## src/rtl/link_bringup_seq.sv

```systemverilog
module link_bringup_seq #(
  parameter int TIMEOUT_TICKS = 200,
  parameter int MAX_ATTEMPTS  = 3,
  parameter int STAT_W        = 32,
  parameter int ACTIVE_BIT    = 29
) (
  input  logic              clk,
  input  logic              rst_n,
  input  logic              start,
  input  logic              tick,
  input  logic              dl_up,
  input  logic [STAT_W-1:0] link_status,
  output logic              port_reset,
  output logic              done,
  output logic              link_up,
  output logic              fail
);
  localparam int TW = $clog2(TIMEOUT_TICKS + 1);
  localparam int AW = $clog2(MAX_ATTEMPTS + 1);
  localparam logic [STAT_W-1:0] ACT_MASK = STAT_W'(1) << ACTIVE_BIT;

  typedef enum logic [2:0] {
    S_IDLE, S_WAIT_DL, S_WAIT_LINK, S_RST, S_OK, S_FAIL
  } st_t;

  st_t           st;
  logic [TW-1:0] timer;
  logic [AW-1:0] left;

  wire expired   = (timer == TW'(1));
  wire link_seen = |(link_status & ACT_MASK);
  wire can_start = start && (st == S_IDLE || st == S_OK || st == S_FAIL);

  always_ff @(posedge clk) begin
    if (!rst_n) begin
      st    <= S_IDLE;
      timer <= '0;
      left  <= '0;
    end else if (can_start) begin
      st    <= S_WAIT_DL;
      timer <= TW'(TIMEOUT_TICKS);
      left  <= AW'(MAX_ATTEMPTS - 1);
    end else if (tick) begin
      unique case (st)
        S_WAIT_DL:
          if (dl_up) begin
            st    <= S_WAIT_LINK;
            timer <= TW'(TIMEOUT_TICKS);
          end else if (expired) st <= S_RST;
          else timer <= timer - TW'(1);
        S_WAIT_LINK:
          if (link_seen) st <= S_OK;
          else if (expired) st <= S_RST;
          else timer <= timer - TW'(1);
        S_RST:
          if (left == '0) st <= S_FAIL;
          else begin
            left  <= left - AW'(1);
            st    <= S_WAIT_DL;
            timer <= TW'(TIMEOUT_TICKS);
          end
        default: ;
      endcase
    end
  end

  assign port_reset = (st == S_RST);
  assign link_up    = (st == S_OK);
  assign fail       = (st == S_FAIL);
  assign done       = link_up | fail;
endmodule

```

## config.mk

```make
export PLATFORM = sky130hd
export DESIGN_NAME = link_bringup_seq
export DESIGN_NICKNAME = d
export VERILOG_FILES = /design/src/rtl/link_bringup_seq.sv
export SDC_FILE = /design/constraint.sdc
export NUM_CORES = 1
export LEC_CHECK = 0
export ABC_AREA = 1
export CELL_PAD_IN_SITES_DETAIL_PLACEMENT = 1
export CELL_PAD_IN_SITES_GLOBAL_PLACEMENT = 1
export CORE_MARGIN = 5
export CORE_UTILIZATION = 25
export DETAILED_ROUTE_END_ITERATION = 8
export PLACE_DENSITY = 0.83
export SLEW_MARGIN = 15
export SYNTH_ARGS = -nofsm -noshare
export SYNTH_HDL_FRONTEND = slang
export SYNTH_SLANG_ARGS = --single-unit
```

## constraint.sdc

```tcl
create_clock -name clk -period 1.63 [get_ports clk]
set_input_delay 0.326 -clock clk [delete_from_list [all_inputs] [get_ports clk]]
set_output_delay 0.326 -clock clk [all_outputs]
set_load 0.01 [all_outputs]
```

; ---- Word-level counts from Yosys, hierarchy flattened
; Index checks and enable logic that the tools add are counted.
; Widths: inputs -> output; s select.
[classes]
n_mux = 18
bitwise_logic = 3
add_sub_neg = 2
eq_ne = 11
reduce_logical = 16
[ops]
columns = operator, count
row1 = $mux 8, 6
row2 = $pmux 8 s3, 1
row3 = $mux 3, 4
row4 = $pmux 3 s3, 1
row5 = $eq 8x1->1 const B, 1
row6 = $mux 2, 4
row7 = $reduce_and 4->1, 2
row8 = $sub 8x1->8 const B, 1
row9 = $eq 3x2->1 const B, 2
row10 = $eq 3x3->1 const B, 2
row11 = $ne 2x2->1 const B, 3
row12 = $ne 3x3->1 const B, 2
row13 = $reduce_and 3->1, 2
row14 = $reduce_and 2->1, 2
row15 = $reduce_bool 2->1, 2
row16 = $reduce_bool 4->1, 1
row17 = $eq 3x1->1 const B, 1
row18 = $logic_not 3->1, 1
row19 = $reduce_bool 3->1, 1
row20 = $logic_not 2->1, 1
row21 = $logic_or 1x1->1, 2
row22 = $mux 1, 2
row23 = $not 1->1, 2
row24 = $reduce_or 2->1, 1
row25 = 3 further kinds, 3
[totals]
register_bits = 13

; ---- Longest topological paths before layout
; Gate-level depths: netlist (run 1).
[logic_depth]
word_depth = 6
ltp_mapped = 10

; ---- Worst setup path after synthesis (run 1)
; No wires, ideal clock.
[synth_timing]
path_kind = reg2reg
from = register timer[1]
to = register timer[5]
t_arrival_ns = 1.203
slack_ns = 0.357
setup_ns = 0.070
t_required_ns = 1.560
path_stages_with_launch = 10
cell_sequence = dfxtp_1 > inv_1 > ha_1 > nand2_1 > nor2_1 > nand2_1 > nand2_1 > o21ai_0 > nand2_1 > a21oi_1
[synth_via]
elab_chain_len = 4
[synth_rtl]
columns = element, line_no
row1 = "start, declared", 27  ; logic [TW-1:0] timer;
row2 = "start signal, assigned", 41  ; timer <= TW'(TIMEOUT_TICKS);
row3 = "start signal, assigned", 48  ; timer <= TW'(TIMEOUT_TICKS);
row4 = "start signal, assigned", 50  ; else timer <= timer - TW'(1);
row5 = $sub 8x1->8 or $eq 8x1->1 (tied branches), "50, 54, 30"
row6 = $mux 8 *, "49, 53"
row7 = $mux 8 (on tied branches), "52, 46"
row8 = $pmux 8 s3 *, 44  ; unique case (st)
; Every way passes the cells marked *; elsewhere a longest branch is shown, timed or not. The select of a mux whose other input is x is not followed.
; A chain may end at the register's enable or synchronous reset.

; ---- Worst setup path after layout (run 1)
[layout_timing]
from = input port tick
to = register timer[4]
[layout_via]
elab_chain_len = 1
[layout_rtl]
columns = element, line_no
row1 = "start, declared", 10  ; input logic tick,
row2 = $reduce_and 4->1 (no line), n/a
; No other way between the ends.

==> key figures, run 1 <==
Finish
  – Antenna Cells: 0
  – Util after Layout: 0.347
  – Fin area: ~1100 um2
  – Non-Filler Instances: 200
  – Area Overhead vs Synth: 30.1%
  – Layout cells sized above 1: 0.192
  – Fin nets: around 200
  – FILL cells: 434

Min path
  – HP Start: left[1]
  – HP Class: register to register

Floorplan
  – Die ar.: about 4600 um2
  – Die X: ~68 um
  – FP Rows: 20
  – Die Span Y: between 60 and 70 um
  – IO Count: 41
  – Core box area: between 3000 and 4000 um2
  – Initial Util: 0.267

Timing
  – Smallest hold slack: just under 0.5 ns
  – Final Skew: 0.00698 ns
  – Fin crit period: between 1.5 and 2 ns
  – Worst Tran Pin Value: ~0.23 ns
  – RSZ-0062 raised after global routing: yes
  – Final hold vios: 0
  – Fmax: about 640 MHz
  – Rel. slew slack: 0.843
  – Final Cycle Share: 0.951
  – Final max-slew violation count: 0
  – Endpoints failing setup: 0

Routing
  – Drt drc: 0
  – Drt first pass iters: 4
  – Total Wirelength: about 2400 um
  – DRT antenna net count: 0
  – Via count: 914
  – Routed len/inst: roughly 12 um
  – DRT iter0 DRCs: 32
  – Avg Vias per Cell: about 4.6

Synthesis
  – FFs w/ async S/R, synth: 0
  – Number of synthesized flops with an enable pin: 0
  – Seq cells post-synth: 13
  – Synth warn: 0
  – Dominant synthesized flop cell: dfxtp_1
  – Avg Inst Size Synth: around 6.2 um2
  – Post-synth design cell area: just over 800 um2
  – Syn nets: between 150 and 200
  – Cell variety after synth: 19
  – Synthesized instance count: about 130
  – Seq/Total Area, Yosys: 0.315

Flow run
  – Max-Cap Viols: 0

Clock network
  – CTS buffer count: 3
  – H-Tree Depth: 1
  – CTS root buf: clkbuf_4
  – Clock Tree Buf Depth: 2
  – Hold-fix buffers, CTS: 0
  – CTS Sinks: 13
  – CTS clk-pin slew, worst paths: 0.09 ns
  – CTS tree: yes
  – Worst-Skew Late Latency: between 0.2 and 0.3 ns
  – Number of setup buffers added after CTS: 0

Power and ir drop
  – Pleak: 0.514 nW
  – Power Total: approximately 0.8 mW
  – Maximum vdd drop: between 0.0003 and 0.0004 V
  – Power per cell area: approximately 740 nW/um2

Placement
  – Cells after DPL: slightly below 200
  – GP Congestion: about 0.83
  – Port Buf Inserts: 9
  – Placed cell area: about 1000 um2
  – Post-DP HPWL: 1990 um

Run status
  – Outcome: completed

Global route
  – Gr ovfl total: 0
  – First-pass GRT wire length: roughly 4600 um
  – Initial antenna violation count: 0
  – Total global-route track usage: 0.129
  – Vias in the first global route: approximately 1.1k
  – Largest net degree at the start of global routing: 9

Critical path
  – Worst-path maximum fanout: 5
  – Slowest cell delay on critical path: around 0.50 ns
  – Worst path cell trace: clkdlybuf4s50_1, inv_1, nor3_4, inv_2, nor2_4, buf_4, nand3b_1, nand2_1, inv_1, nor2_1
  – Most numerous cell on the critical path: inv_1
  – Reg-to-Reg Start: timer[1]
  – WS Path Type: input pin to register
  – Slowest library cell on the worst path: clkdlybuf4s50_1
  – CP delay by family, top: buffers and inverters
  – Critical path buffers and inverters: 5
  – Startpoint Class: input pin
  – Critical Path Sink Type: register
  – Setup crit start: tick
  – Data arrival, critical path: between 1.5 and 2 ns
  – CP required: 1.85 ns
[worst reg2reg max path: stages (launching register included)]
cell     delay [ns]
dfxtp_1        0.38
inv_1          0.09
ha_1           0.19
nand2_1        0.10
nor2_1         0.05
nand2_1        0.10
nand2_1        0.08
o21ai_1        0.19
nand2_1        0.12
a21oi_1        0.12
[worst paths after layout]
path | end | slack, ns | depth (start not counted)
worst min register to register | left[1] | 0.49 | 2
worst min-delay path | left[1] | 0.49 | 2
worst max register to register | timer[5] | 0.17 | 9
worst max-delay path | timer[4] | 0.08 | 10
[registers in the layout, summed over array words and instances, names as in the netlist]
name / count
timer: 8
st: 3
left: 2
[stage by stage]
stage	TNS [ns]	worst slack, ns
finish	0	0.0791
CTS	0	0.0164
detailed placement	-1.40	-0.238
global route	-0.0160	-0.00921
floorplan	0	0.357
global placement	-1.02	-0.146
[synth_stat cells, types with 3 or more instances]
library cell / instances / area, um2
nand2_1: 31 / 116
nand2_2: 4 / 25.0
a21oi_1: 8 / 40.0
nor3_1: 3 / 15.0
dfxtp_1: 13 / 260
nand3_1: 8 / 40.0
inv_1: 20 / 75.1
o21ai_0: 12 / 60.1
nor2_1: 20 / 75.1
[per-layer routing]
layer,part of all wire,global-route usage,up-vias
met5,0,0,-
met4,0,0.0177,0
met3,0.028,0.0316,0
met2,0.50,0.242,13
met1,0.47,0.150,432
li1,-,-,469
[where the power goes]
part / switching [mW] / internal [mW]
Clock: 0.117 / 0.0910
Sequential: 0.0193 / 0.339
Combinational: 0.139 / 0.0937
Total: 0.276 / 0.524
[layout make-up]
type	instances	area (um2)	share of cell area
Tap cell	44	55.1	0.0512
Inverter	22	82.6	0.0767
Sequential cell	13	263	0.244
Clock buffer	3	22.5	0.0209
Clock inverter	1	5.00	0.00465
Multi-Input combinational cell	98	492	0.457
Timing Repair Buffer	19	156	0.145
[logic make-up (layout without fill, tap and decap cells)]
family,after synthesis,after routing,share of synthesized area
buffers and inverters,22,45,0.0998
adders and majority gates,2,2,0.0303
AOI/OAI and AO/OA,22,22,0.138
and+or+nand+nor,73,73,0.407
xor gates and xnor gates,1,1,0.0106
DFF,13,13,0.315
[timing repair]
action	in CTS	in global routing
resized for setup	6	6
endpoints found under the setup margin	4	8
cloned	0	0
endpoints found under the hold margin	0	0
[cells in the final DEF, fill, tap and decap left out, types with 2 or more instances in the layout]
cell type / instances
buf_4: 10
nand3_1: 7
a21oi_1: 8
nand2_2: 4
nor2_1: 19
ha_1: 2
o21ai_0: 10
dlygate4sd2_1: 3
nand4_1: 2
nor2_2: 2
inv_1: 20
nor2_4: 2
o21ai_1: 3
dfxtp_2: 2
inv_2: 2
nor3_1: 3
clkdlybuf4s50_1: 5
dfxtp_1: 11
nand2_1: 31
clkbuf_4: 3
Note: power is estimated with default switching activity, not from simulation.
==> run 2: changes to the inputs <==
--- a/config.mk
+++ b/config.mk
@@ -11,6 +11,7 @@
 export CORE_MARGIN = 5
 export CORE_UTILIZATION = 25
 export DETAILED_ROUTE_END_ITERATION = 8
+export GPL_TIMING_DRIVEN = 0
 export PLACE_DENSITY = 0.83
 export SLEW_MARGIN = 15
 export SYNTH_ARGS = -nofsm -noshare
==> run 2 against run 1 <==
Against the previous run:
- routed wire length shrank 4.0%
- sequential power is essentially flat
- non-clock buffer count shrank 7
- hold slack lost 0.11 ns
- clock skew shrank 0.0026 ns
- setup slack gained 0.057 ns
- sequential share of layout area grew 1.2 points
- count of clock-buffer cells in the layout grew 1
- first-iteration DRC count shrank 59%
- register-to-register slack gained 0.02 ns
- critical path depth shrank 6
- cell count shrank 3.5%
- critical path type is now register to primary output
- largest cell class unchanged
- largest power group unchanged
==> key figures, run 2 (synthesis gave the netlist of run 1 again) <==
Global route
  – Initial antenna violation count: 0 (unchanged)
  – Met1 global-route usage: 0.141 (was 0.150)
  – Met2 GRT Util: 0.219 (was 0.242)
  – First-pass GRT wire length: 4260 um (was 4640 um)
  – Vias in the first global route: 977 (was 1,072)
  – Global route hottest layer: met2 (unchanged)
  – Total global-route track usage: 0.121 (was 0.129)
  – Gr ovfl total: 0 (unchanged)
  – Largest net degree at the start of global routing: 8 (was 9)
  – GRT met3 Usage: 0.0233 (was 0.0316)

Critical path
  – Critical Path Sink Type: primary output (was register)
  – Worst-path maximum fanout: 5 (unchanged)
  – Worst path cell trace: inv_1, nand2_1, nor2_1, dlygate4sd2_1 (was clkdlybuf4s50_1, inv_1, nor3_4, inv_2, nor2_4, buf_4, nand3b_1, nand2_1, inv_1, nor2_1)
  – Critical path buffers and inverters: 2 (was 5)
  – CP required: 1.30 ns (was 1.85 ns)
  – Data arrival, critical path: 1.17 ns (was 1.78 ns)
  – Startpoint Class: register (was input pin)
  – Slowest library cell on the worst path: dfxtp_2 (was clkdlybuf4s50_1)
  – Reg-to-Reg Start: timer[1] (unchanged)
  – CP delay by family, top: flip-flops (was buffers and inverters)
  – WS Path Type: register to primary output (was input pin to register)
  – Slowest cell delay on critical path: 0.39 ns (was 0.50 ns)
  – Setup crit start: st[1] (was tick)

Routing
  – DRT antenna net count: 0 (unchanged)
  – Total Wirelength: 2270 um (was 2370 um)
  – DRT iter0 DRCs: 13 (was 32)
  – Avg Vias per Cell: 4.56 (was 4.57)
  – Drt drc: 0 (unchanged)
  – Drt first pass iters: 4 (unchanged)
  – Via count: 880 (was 914)
  – Routed len/inst: 11.8 um (about the same)

Timing
  – Final max-slew violation count: 0 (unchanged)
  – Final hold vios: 0 (unchanged)
  – RSZ-0062 raised after global routing: no (was yes)
  – Endpoints failing setup: 0 (unchanged)
  – Setup TNS: 0 ns (unchanged)
  – Final Skew: 0.00442 ns (was 0.00698 ns)
  – Fmax: 669 MHz (was 645 MHz)
  – Rel. slew slack: 0.838 (was 0.843)
  – Final Cycle Share: 0.916 (was 0.951)
  – Final worst slack: 0.136 ns (was 0.0791 ns)
  – Worst Tran Pin Value: 0.242 ns (was 0.235 ns)
  – Fin crit period: 1.49 ns (was 1.55 ns)

Run status
  – Outcome: completed (unchanged)

Power and ir drop
  – Pleak: 0.487 nW (was 0.514 nW)
  – Power Total: 0.801 mW (was 0.800 mW)
  – Maximum vdd drop: 0.000374 V (was 0.000387 V)
  – Power per cell area: 778 nW/um2 (was 743 nW/um2)

Clock network
  – Clock Tree Buf Depth: 2 (unchanged)
  – CTS Sinks: 13 (unchanged)
  – CTS tree: yes (unchanged)
  – CTS buffer count: 3 (unchanged)
  – H-Tree Depth: 1 (unchanged)
  – CTS root buf: clkbuf_4 (unchanged)
  – Hold-fix buffers, CTS: 0 (unchanged)
  – Worst-Skew Late Latency: 0.29 ns (was 0.28 ns)
  – CTS clk-pin slew, worst paths: 0.09 ns (about the same)

Finish
  – Fin nets: 189 (was 196)
  – Largest register by flop count: timer (unchanged)
  – Max FFs per register: 8 (unchanged)
  – Commonest cells after routing, fill and taps aside: 30 x nand2_1, 20 x nor2_1, 19 x inv_1 (was 31 x nand2_1, 20 x inv_1, 19 x nor2_1)
  – Most common cell after layout, fill and taps aside: nand2_1 (unchanged)
  – Fin area: 1030 um2 (was 1080 um2)
  – Area Overhead vs Synth: 24.5% (was 30.1%)
  – Util after Layout: 0.332 (was 0.347)
  – Biggest regs: timer (8), st (3), left (2) (unchanged)
  – Antenna Cells: 0 (unchanged)
  – Area taken by multi-input logic gates: 495 um2 (was 492 um2)
  – FF+latch area: 264 um2 (was 263 um2)
  – Layout cells sized above 1: 0.168 (was 0.192)
  – FILL cells: 433 (was 434)

Floorplan
  – FP Rows: 20 (unchanged)
  – Core box area: 3100 um2 (unchanged)
  – Die X: 67.5 um (unchanged)
  – Die ar.: 4560 um2 (unchanged)
  – Die Span Y: 67.5 um (unchanged)
  – Initial Util: 0.267 (unchanged)
  – IO Count: 41 (unchanged)

Placement
  – Port Buf Inserts: 9 (unchanged)
  – Placed cell area: 972 um2 (was 1050 um2)
  – Pre-CTS WS: -0.414 ns (was -0.238 ns)
  – Post-DP HPWL: 1810 um (was 1990 um)
  – GP Congestion: 0.813 (was 0.829)

Min path
  – HP Start: tick (was left[1])
  – HP Class: input pin to register (was register to register)

Flow run
  – Max-Cap Viols: 0 (unchanged)
==> run 2: tightest hold or removal path, cell delays in order <==
cell and delay [ns]:
dlymetal6s2s_1 0.16, nand2_1 0.08, a21oi_1 0.05
==> run 2: worst paths after layout <==
check	depth (start not counted)	endpoint	slack (ns)
min reg2reg	2	left[1]	0.49
min	3	timer[7]	0.38
max	4	fail	0.14
max reg2reg	9	timer[5]	0.19
==> run 2: per-stage QoR <==
step	instances	hold slack [ns]
floorplan	133	0.446
global placement	186	0.459
detailed placement	186	0.474
CTS	193	0.487
global route	193	0.429
finish	193	0.377
==> run 2: area by class of cell <==
cell class | instances | area share
Sequential cell | 13 | 0.256
Timing Repair Buffer | 12 | 0.103
Clock buffer | 4 | 0.0255
Inverter | 22 | 0.0802
Tap cell | 44 | 0.0535
Multi-Input combinational cell | 98 | 0.481
==> run 2: what timing repair did <==
action                     CTS  global route
buffers inserted             3             0
gates resized for setup     10             6
pin swaps                    2             1
setup endpoints to repair   10             6
==> run 2: metal layers <==
layer,up-vias,share of wire
li1,451,-
met4,0,0.011
met3,3,0.026
met2,12,0.51
met5,-,0
met1,414,0.46
==> run 2: power by group <==
part	switching [mW]	total (mW)	internal [mW]
Combinational	0.137	0.220	0.0823
Sequential	0.0213	0.361	0.340
Clock	0.125	0.220	0.0952
